### config.mk
export PLATFORM = sky130hd
export DESIGN_NAME = flash_cmd_decoder
export DESIGN_NICKNAME = d
export VERILOG_FILES = /design/src/rtl/fcd_pkg.sv /design/src/rtl/fcd_addr_match.sv /design/src/rtl/fcd_id_rom.sv /design/src/rtl/flash_cmd_decoder.sv
export SDC_FILE = /design/constraint.sdc
export NUM_CORES = 1
export LEC_CHECK = 0
export BUFFER_PORTS_ARGS = -buffer_cell sky130_fd_sc_hd__buf_2
export CORE_UTILIZATION = 40
export CTS_CLUSTER_DIAMETER = 40
export DETAILED_ROUTE_END_ITERATION = 8
export GPL_ROUTABILITY_DRIVEN = 0
export PLACE_DENSITY = 0.7
export SKIP_CTS_REPAIR_TIMING = 1
export SYNTH_ARGS = -nofsm -noshare
export SYNTH_HDL_FRONTEND = slang
export SYNTH_HIERARCHICAL = 1
export SYNTH_SLANG_ARGS = --single-unit
### constraint.sdc
create_clock -name clk -period 2.8 [get_ports clk]
set_input_delay 0.14 -clock clk [delete_from_list [all_inputs] [get_ports clk]]
set_output_delay 0.14 -clock clk [all_outputs]
set_load 0.005 [all_outputs]
### src/rtl/fcd_pkg.sv
package fcd_pkg;

    typedef enum logic [1:0] {
        RM_ARRAY  = 2'd0,
        RM_ID     = 2'd1,
        RM_CFI    = 2'd2,
        RM_HIDDEN = 2'd3
    } rmode_e;

    typedef enum logic [3:0] {
        SQ_IDLE,
        SQ_UNL1,
        SQ_UNL2,
        SQ_PROG,
        SQ_ERA3,
        SQ_ERA4,
        SQ_ERA5,
        SQ_HEXIT,
        SQ_FPROG,
        SQ_FEXIT
    } seq_e;

    localparam logic [7:0] C_UNLOCK_A = 8'hAA;
    localparam logic [7:0] C_UNLOCK_B = 8'h55;
    localparam logic [7:0] C_RESET    = 8'hF0;
    localparam logic [7:0] C_ZERO     = 8'h00;
    localparam logic [7:0] C_IDENT    = 8'h90;
    localparam logic [7:0] C_PROGRAM  = 8'hA0;
    localparam logic [7:0] C_ERASE    = 8'h80;
    localparam logic [7:0] C_BLKERA   = 8'h30;
    localparam logic [7:0] C_CHIPERA  = 8'h10;
    localparam logic [7:0] C_SUSPEND  = 8'hB0;
    localparam logic [7:0] C_FASTSET  = 8'h20;
    localparam logic [7:0] C_HIDDEN   = 8'h88;
    localparam logic [7:0] C_QUERY    = 8'h98;

endpackage

### src/rtl/fcd_addr_match.sv
module fcd_addr_match #(
    parameter int          CMP_W  = 11,
    parameter logic [10:0] W_UNL1 = 11'h555,
    parameter logic [10:0] W_UNL2 = 11'h2AA,
    parameter logic [10:0] W_QRY  = 11'h055
) (
    input  logic [CMP_W-1:0] addr_low,
    input  logic             lsb,
    input  logic             byte_mode,
    output logic             hit_unl1,
    output logic             hit_unl2,
    output logic             hit_query
);
    localparam int KEY_W = CMP_W + 1;

    logic [KEY_W-1:0] key;
    logic [KEY_W-1:0] ref_unl1;
    logic [KEY_W-1:0] ref_unl2;
    logic [KEY_W-1:0] ref_qry;

    // Byte-mode form of a word unlock address: word address shifted up,
    // lane bit chosen so that 555h->AAAh, 2AAh->555h, 055h->0AAh.
    function automatic logic [KEY_W-1:0] expand(input logic [10:0] w, input logic bm);
        logic [CMP_W-1:0] wn;
        wn = CMP_W'(w);
        if (bm) expand = {wn, ~wn[0]};
        else    expand = {1'b0, wn};
    endfunction

    always_comb begin
        key       = byte_mode ? {addr_low, lsb} : {1'b0, addr_low};
        ref_unl1  = expand(W_UNL1, byte_mode);
        ref_unl2  = expand(W_UNL2, byte_mode);
        ref_qry   = expand(W_QRY,  byte_mode);
        hit_unl1  = (key == ref_unl1);
        hit_unl2  = (key == ref_unl2);
        hit_query = (key == ref_qry);
    end

endmodule

### src/rtl/fcd_id_rom.sv
module fcd_id_rom #(
    parameter int          DATA_W      = 16,
    parameter bit          BOTTOM_BOOT = 1'b0,
    parameter logic [15:0] MFR_CODE    = 16'h0098,
    parameter logic [15:0] DEV_TOP     = 16'h0093,
    parameter logic [15:0] DEV_BOT     = 16'h0095
) (
    input  logic [2:0]        id_sel,
    input  logic              blk_protected,
    output logic [DATA_W-1:0] id_word
);
    logic [DATA_W-1:0] dev_code;

    generate
        if (BOTTOM_BOOT) begin : g_bottom
            assign dev_code = DATA_W'(DEV_BOT);
        end else begin : g_top
            assign dev_code = DATA_W'(DEV_TOP);
        end
    endgenerate

    always_comb begin
        case (id_sel)
            3'b000:  id_word = DATA_W'(MFR_CODE);
            3'b001:  id_word = dev_code;
            3'b010:  id_word = {{(DATA_W-1){1'b0}}, blk_protected};
            default: id_word = '0;
        endcase
    end

endmodule

### src/rtl/flash_cmd_decoder.sv
module flash_cmd_decoder
    import fcd_pkg::*;
#(
    parameter int ADDR_W      = 22,
    parameter int DATA_W      = 16,
    parameter int CMP_W       = 11,
    parameter bit BOTTOM_BOOT = 1'b0
) (
    input  logic              clk,
    input  logic              rst_n,
    input  logic              wr_en,
    input  logic [ADDR_W-1:0] wr_addr,
    input  logic              byte_lsb,
    input  logic [DATA_W-1:0] wr_data,
    input  logic              byte_mode,
    input  logic              engine_busy,
    input  logic [2:0]        id_sel,
    input  logic              blk_protected,
    output logic [1:0]        read_mode,
    output logic              fast_mode,
    output logic              prog_stb,
    output logic              erase_blk_stb,
    output logic              erase_chip_stb,
    output logic              suspend_stb,
    output logic              resume_stb,
    output logic [ADDR_W:0]   op_addr,
    output logic [DATA_W-1:0] op_data,
    output logic [DATA_W-1:0] id_word
);
    localparam int OPA_W = ADDR_W + 1;
    localparam int HALF  = DATA_W / 2;

    typedef struct packed {
        seq_e              seq;
        rmode_e            mode;
        logic              fast;
        logic              prog;
        logic              blk;
        logic              chip;
        logic              susp;
        logic              resm;
        logic [OPA_W-1:0]  addr;
        logic [DATA_W-1:0] data;
    } dec_t;

    dec_t q, d;

    logic       hit_unl1, hit_unl2, hit_query;
    logic [7:0] cmd;
    logic [OPA_W-1:0]  tgt_addr;
    logic [DATA_W-1:0] tgt_data;

    fcd_addr_match #(.CMP_W(CMP_W)) u_match (
        .addr_low  (wr_addr[CMP_W-1:0]),
        .lsb       (byte_lsb),
        .byte_mode (byte_mode),
        .hit_unl1  (hit_unl1),
        .hit_unl2  (hit_unl2),
        .hit_query (hit_query)
    );

    fcd_id_rom #(.DATA_W(DATA_W), .BOTTOM_BOOT(BOTTOM_BOOT)) u_id (
        .id_sel        (id_sel),
        .blk_protected (blk_protected),
        .id_word       (id_word)
    );

    assign cmd      = wr_data[7:0];
    assign tgt_addr = byte_mode ? {wr_addr, byte_lsb} : {1'b0, wr_addr};
    assign tgt_data = byte_mode ? {{(DATA_W-HALF){1'b0}}, wr_data[HALF-1:0]} : wr_data;

    always_comb begin
        d      = q;
        d.prog = 1'b0;
        d.blk  = 1'b0;
        d.chip = 1'b0;
        d.susp = 1'b0;
        d.resm = 1'b0;
        if (wr_en) begin
            if (engine_busy) begin
                if (cmd == C_SUSPEND) d.susp = 1'b1;
            end else begin
                case (q.seq)
                    SQ_IDLE: begin
                        if (q.fast) begin
                            if (cmd == C_PROGRAM)    d.seq = SQ_FPROG;
                            else if (cmd == C_IDENT) d.seq = SQ_FEXIT;
                        end else if (cmd == C_UNLOCK_A && hit_unl1) begin
                            d.seq = SQ_UNL1;
                        end else if (cmd == C_QUERY && hit_query) begin
                            d.mode = RM_CFI;
                        end else if (cmd == C_RESET) begin
                            if (q.mode != RM_HIDDEN) d.mode = RM_ARRAY;
                        end else if (cmd == C_BLKERA) begin
                            d.resm = 1'b1;
                        end
                    end
                    SQ_UNL1: begin
                        d.seq = (cmd == C_UNLOCK_B && hit_unl2) ? SQ_UNL2 : SQ_IDLE;
                    end
                    SQ_UNL2: begin
                        d.seq = SQ_IDLE;
                        case (cmd)
                            C_RESET:   if (q.mode != RM_HIDDEN) d.mode = RM_ARRAY;
                            C_IDENT:   if (q.mode == RM_HIDDEN) d.seq = SQ_HEXIT;
                                       else d.mode = RM_ID;
                            C_PROGRAM: d.seq  = SQ_PROG;
                            C_ERASE:   d.seq  = SQ_ERA3;
                            C_FASTSET: d.fast = 1'b1;
                            C_HIDDEN:  d.mode = RM_HIDDEN;
                            default:   d.seq  = SQ_IDLE;
                        endcase
                    end
                    SQ_PROG, SQ_FPROG: begin
                        d.seq  = SQ_IDLE;
                        d.prog = 1'b1;
                        d.addr = tgt_addr;
                        d.data = tgt_data;
                    end
                    SQ_ERA3: begin
                        d.seq = (cmd == C_UNLOCK_A && hit_unl1) ? SQ_ERA4 : SQ_IDLE;
                    end
                    SQ_ERA4: begin
                        d.seq = (cmd == C_UNLOCK_B && hit_unl2) ? SQ_ERA5 : SQ_IDLE;
                    end
                    SQ_ERA5: begin
                        d.seq = SQ_IDLE;
                        if (cmd == C_BLKERA) begin
                            d.blk  = 1'b1;
                            d.addr = tgt_addr;
                        end else if (cmd == C_CHIPERA && hit_unl1) begin
                            d.chip = 1'b1;
                            d.addr = tgt_addr;
                        end
                    end
                    SQ_HEXIT: begin
                        d.seq = SQ_IDLE;
                        if (cmd == C_ZERO) d.mode = RM_ARRAY;
                    end
                    SQ_FEXIT: begin
                        d.seq = SQ_IDLE;
                        if (cmd == C_RESET || cmd == C_ZERO) d.fast = 1'b0;
                    end
                    default: d.seq = SQ_IDLE;
                endcase
            end
        end
    end

    always_ff @(posedge clk) begin
        if (!rst_n) begin
            q.seq  <= SQ_IDLE;
            q.mode <= RM_ARRAY;
            q.fast <= 1'b0;
            q.prog <= 1'b0;
            q.blk  <= 1'b0;
            q.chip <= 1'b0;
            q.susp <= 1'b0;
            q.resm <= 1'b0;
            q.addr <= '0;
            q.data <= '0;
        end else begin
            q <= d;
        end
    end

    assign read_mode      = q.mode;
    assign fast_mode      = q.fast;
    assign prog_stb       = q.prog;
    assign erase_blk_stb  = q.blk;
    assign erase_chip_stb = q.chip;
    assign suspend_stb    = q.susp;
    assign resume_stb     = q.resm;
    assign op_addr        = q.addr;
    assign op_data        = q.data;


    strobe_onehot_chk: assert property (@(posedge clk) disable iff (!rst_n)
        $onehot0({prog_stb, erase_blk_stb, erase_chip_stb, suspend_stb, resume_stb}));


    prog_single_chk: assert property (@(posedge clk) disable iff (!rst_n)
        prog_stb |=> !prog_stb);


    busy_ignore_chk: assert property (@(posedge clk) disable iff (!rst_n)
        (wr_en && engine_busy && wr_data[7:0] != C_SUSPEND) |=>
        ($stable(read_mode) && $stable(fast_mode) && $stable(q.seq) &&
         !prog_stb && !erase_blk_stb && !erase_chip_stb && !resume_stb));


    suspend_take_chk: assert property (@(posedge clk) disable iff (!rst_n)
        (wr_en && engine_busy && wr_data[7:0] == C_SUSPEND) |=> suspend_stb);


    unlock_break_chk: assert property (@(posedge clk) disable iff (!rst_n)
        (wr_en && !engine_busy && q.seq == SQ_UNL1 &&
         !(wr_data[7:0] == C_UNLOCK_B && hit_unl2)) |=>
        (q.seq == SQ_IDLE && $stable(read_mode)));


    prog_source_chk: assert property (@(posedge clk) disable iff (!rst_n)
        $rose(prog_stb) |-> ($past(wr_en) && !$past(engine_busy)));

endmodule

==> summary.md <==
| Metric | Value |
|---|---|
| Outcome | complete, no violations |
| Die X | 89.54 microns |
| DRC Markers | 0 |
| Max-Cap Viols | 0 |
| Die height | 89.54 microns |
| Cell Area, Synth | 3065 sq um |
| #FFs+latches synth | 51 |
| Reg area | 1021 sq um |
| Library cells used by synthesis | 56 |
| Mapped Cells | 350 |
| CTS buffer count | 5 |
| Flop pwr share | 54.4% |
| Post-synth top flop | dfxtp_1 |
| Share of cells above drive strength 1 | 32.33% |
| Setup violations, final | 0 |
| Routed vias/inst | 5.339 |
| Hold Crit Class | in2reg |
| NumNets Final | 446 |
| RSZ-0062 raised after global routing | no |
| Hold endpoint | op_data[14] |
| CTS tree | done |
| Fmax | 454.3 MHz |
| Pleak | 0.001417 uW |
| Tot GR Track Use | 16.96% |
| Post-synth top area share | 33.31% |
| Layout Utilization | 46.29% |
| Switching Fraction | 25.90% |
| CP endpoint kind | flip-flop |
| Number of flops mapped to enable cells by yosys | 0 |
| M2 GR Usage | 28.44% |
| Ys Warns | 6 |
| Num rows | 31 |
| Critical path class | reg2reg |
| Routed wire per std cell | 13.78 microns |
| Sw power | 344.7 uW |
| Clock sinks | 51 |
| Worst flop-to-flop path endpoint | op_data[10] |
| Post-Route Skew | 0.01392 ns |
| Worst-Margin Slew | 0.7950 ns |
| Initial drt markers | 130 |
| DRT Pass-1 Iters | 4 |
| Initial core utilization | 41.82% |
| N_diodes | 0 |
| Average size of a mapped cell | 8.758 sq um |
| Met1 layer usage reported by global route | 21.52% |
| Top cells by area, synth | dfxtp_1 33%, buf_4 13%, mux2i_1 11%, a211oi_1 6.1%, nor2_1 4.9% |
| Top cells by count, synth | 55 x buf_4, 51 x dfxtp_1, 40 x nor2_1 |
| First-pass GRT wire length | 10490 microns |
| Clk pwr share | 34.8% |
| Dominant cell type by area after synthesis | dfxtp_1 |
| Die Area | 8017 sq um |
| Total gr overflow | 0 |
| FF-to-FF path depth | 4 |
| Int Power | 986.4 uW |
| TNS Setup | 0 ns |
| Root Buffer | clkbuf_8 |
| DP Wirelength | 4997 microns |
| Area of the multi-input gates | 1574 sq um |
| Vias in the first global route | 2285 |
| DP Area | 3294 sq um |
| Area grow syn2layout | 10.69% |
| Top-count cell post-synth | buf_4 |
| Crit Reg-Reg Startpoint | q[47] |
| Largest net degree at the start of global routing | 47 |
| Max-slew violations | 0 |
| Data arrival time of the critical path | 2.46 ns |
| Core footprint | 7331 sq um |
| Fillers | 725 |
| Clock Latency Late Sink | 0.32 ns |
| Post-DRT Antenna Nets | 0 |
| Longest Clk Path Bufs | 2 |
| Maximum VDD drop | 0.0001925 V |
| Port Buffers | 99 |
| Critical Path Fanout Max | 17 |
| Clock transition at path regs | 0.09 ns |
| Hold Path Stages | 2 |
| Combinational power share | 10.8% |
| Routing usage on met3 | 4.063% |
| Worst hold path startpoint | wr_data[14] |
| Fin crit period | 2.201 ns |
| Ys async rst share | 0% |
| Power per Cell Area | 392.3 nW/um^2 |
| Final WL | 6863 microns |
| Layer with the highest usage | met2 |
| Final hold violations | 0 |
| Required time worst endpoint | 3.06 ns |
| CP startpoint kind | flip-flop |
| Htree depth | 2 |
| Period utilization | 78.61% |
| Slew headroom | 46.51% |
| Via Count | 2659 |
| Sequential area share after synthesis | 33.31% |
| Initial antenna violation count | 0 |
| R2r setup slk | 0.60 ns |
| Design area | 3393 sq um |
| IO Pins | 111 |
[how the worst max path moves through the flow]
stage	from	end	slack, ns	cells past startpoint
2_1_floorplan	byte_lsb	op_addr[10]	0.76	9
3_3_place_gp	byte_lsb	read_mode[0]	0.45	8
3_5_place_dp	byte_lsb	read_mode[1]	0.41	8
4_1_cts	q[47]	op_data[10]	0.58	4
5_1_grt	q[47]	op_data[12]	0.38	4
6_report	q[47]	op_data[10]	0.60	4
[per-stage QoR]
step           hold slack (ns)  total power (uW)  std cells  worst slack [ns]
3_3_place_gp            0.3578             881.2        490            0.4457
4_1_cts                0.03574              1343        498            0.5827
6_report               0.04142              1331        498            0.5990
3_5_place_dp            0.3621             884.3        490            0.4103
2_1_floorplan           0.2707             831.1        360            0.7590
5_1_grt                0.02937              1387        498            0.3810
[cell type report]
type	instances	area share (%)
Multi-Input combinational cell	230	46.39
Sequential cell	51	30.09
Inverter	4	0.4425
Clock buffer	6	2.434
Clock inverter	2	0.4794
Timing Repair Buffer	106	16.52
Tap cell	99	3.650
[state kept, by name (all words and copies together) (netlist names)]
| signal | cells |
|---|---|
| suspend_stb | 1 |
| fast_mode | 1 |
| op_addr | 23 |
| erase_chip_stb | 1 |
| prog_stb | 1 |
| q | 4 |
| erase_blk_stb | 1 |
| read_mode | 2 |
| op_data | 16 |
| resume_stb | 1 |
[per-layer routing]
layer	part of all wire, %	vias to the layer above
li1	-	1305
met1	46	1222
met2	45	124
met3	8.1	8
met4	1.3	0
met5	0	-
[power by group through the flow]
stage	sequential [uW]	clock (uW)	combinational, uW
6_report	725	463	143
5_1_grt	725	504	158
4_1_cts	725	475	143
3_5_place_dp	742	0	143
3_3_place_gp	742	0	140
2_1_floorplan	742	0	89.5
[placed cells by master (no fill, tap or decap), drive strengths merged, types with 4 or more instances in the layout]
cell	Yosys	layout
a211oi	25	25
a21oi	7	7
a22o	7	7
and2	4	4
buf	61	106
clkbuf	14	6
conb	1	11
dfxtp	51	51
inv	4	4
mux2i	33	33
nand2	12	12
nand2b	4	4
nand3	9	9
nand3b	5	5
nand4	5	5
nor2	40	40
nor2b	7	7
nor3	6	6
nor4	5	5
nor4b	4	4
[kinds of logic (layout without fill, tap and decap cells)]
logic type	count (synthesis)	after routing	share of synthesized area, %
AO/OA/AOI/OAI	66	66	17.10
buffers and inverters	79	118	16.86
flip-flops	51	51	33.31
multiplexers	33	33	10.78
other	1	11	0.1223
AND/OR/NAND/NOR	120	120	21.84
[critical path, cell delays in order (launching register included)]
cell and delay [ns]:
dfxtp_1 0.48, or3b_1 0.45, a2111oi_0 0.48, nor2b_1 0.51, a22o_1 0.23
Note: power is estimated with default switching activity, not from simulation.
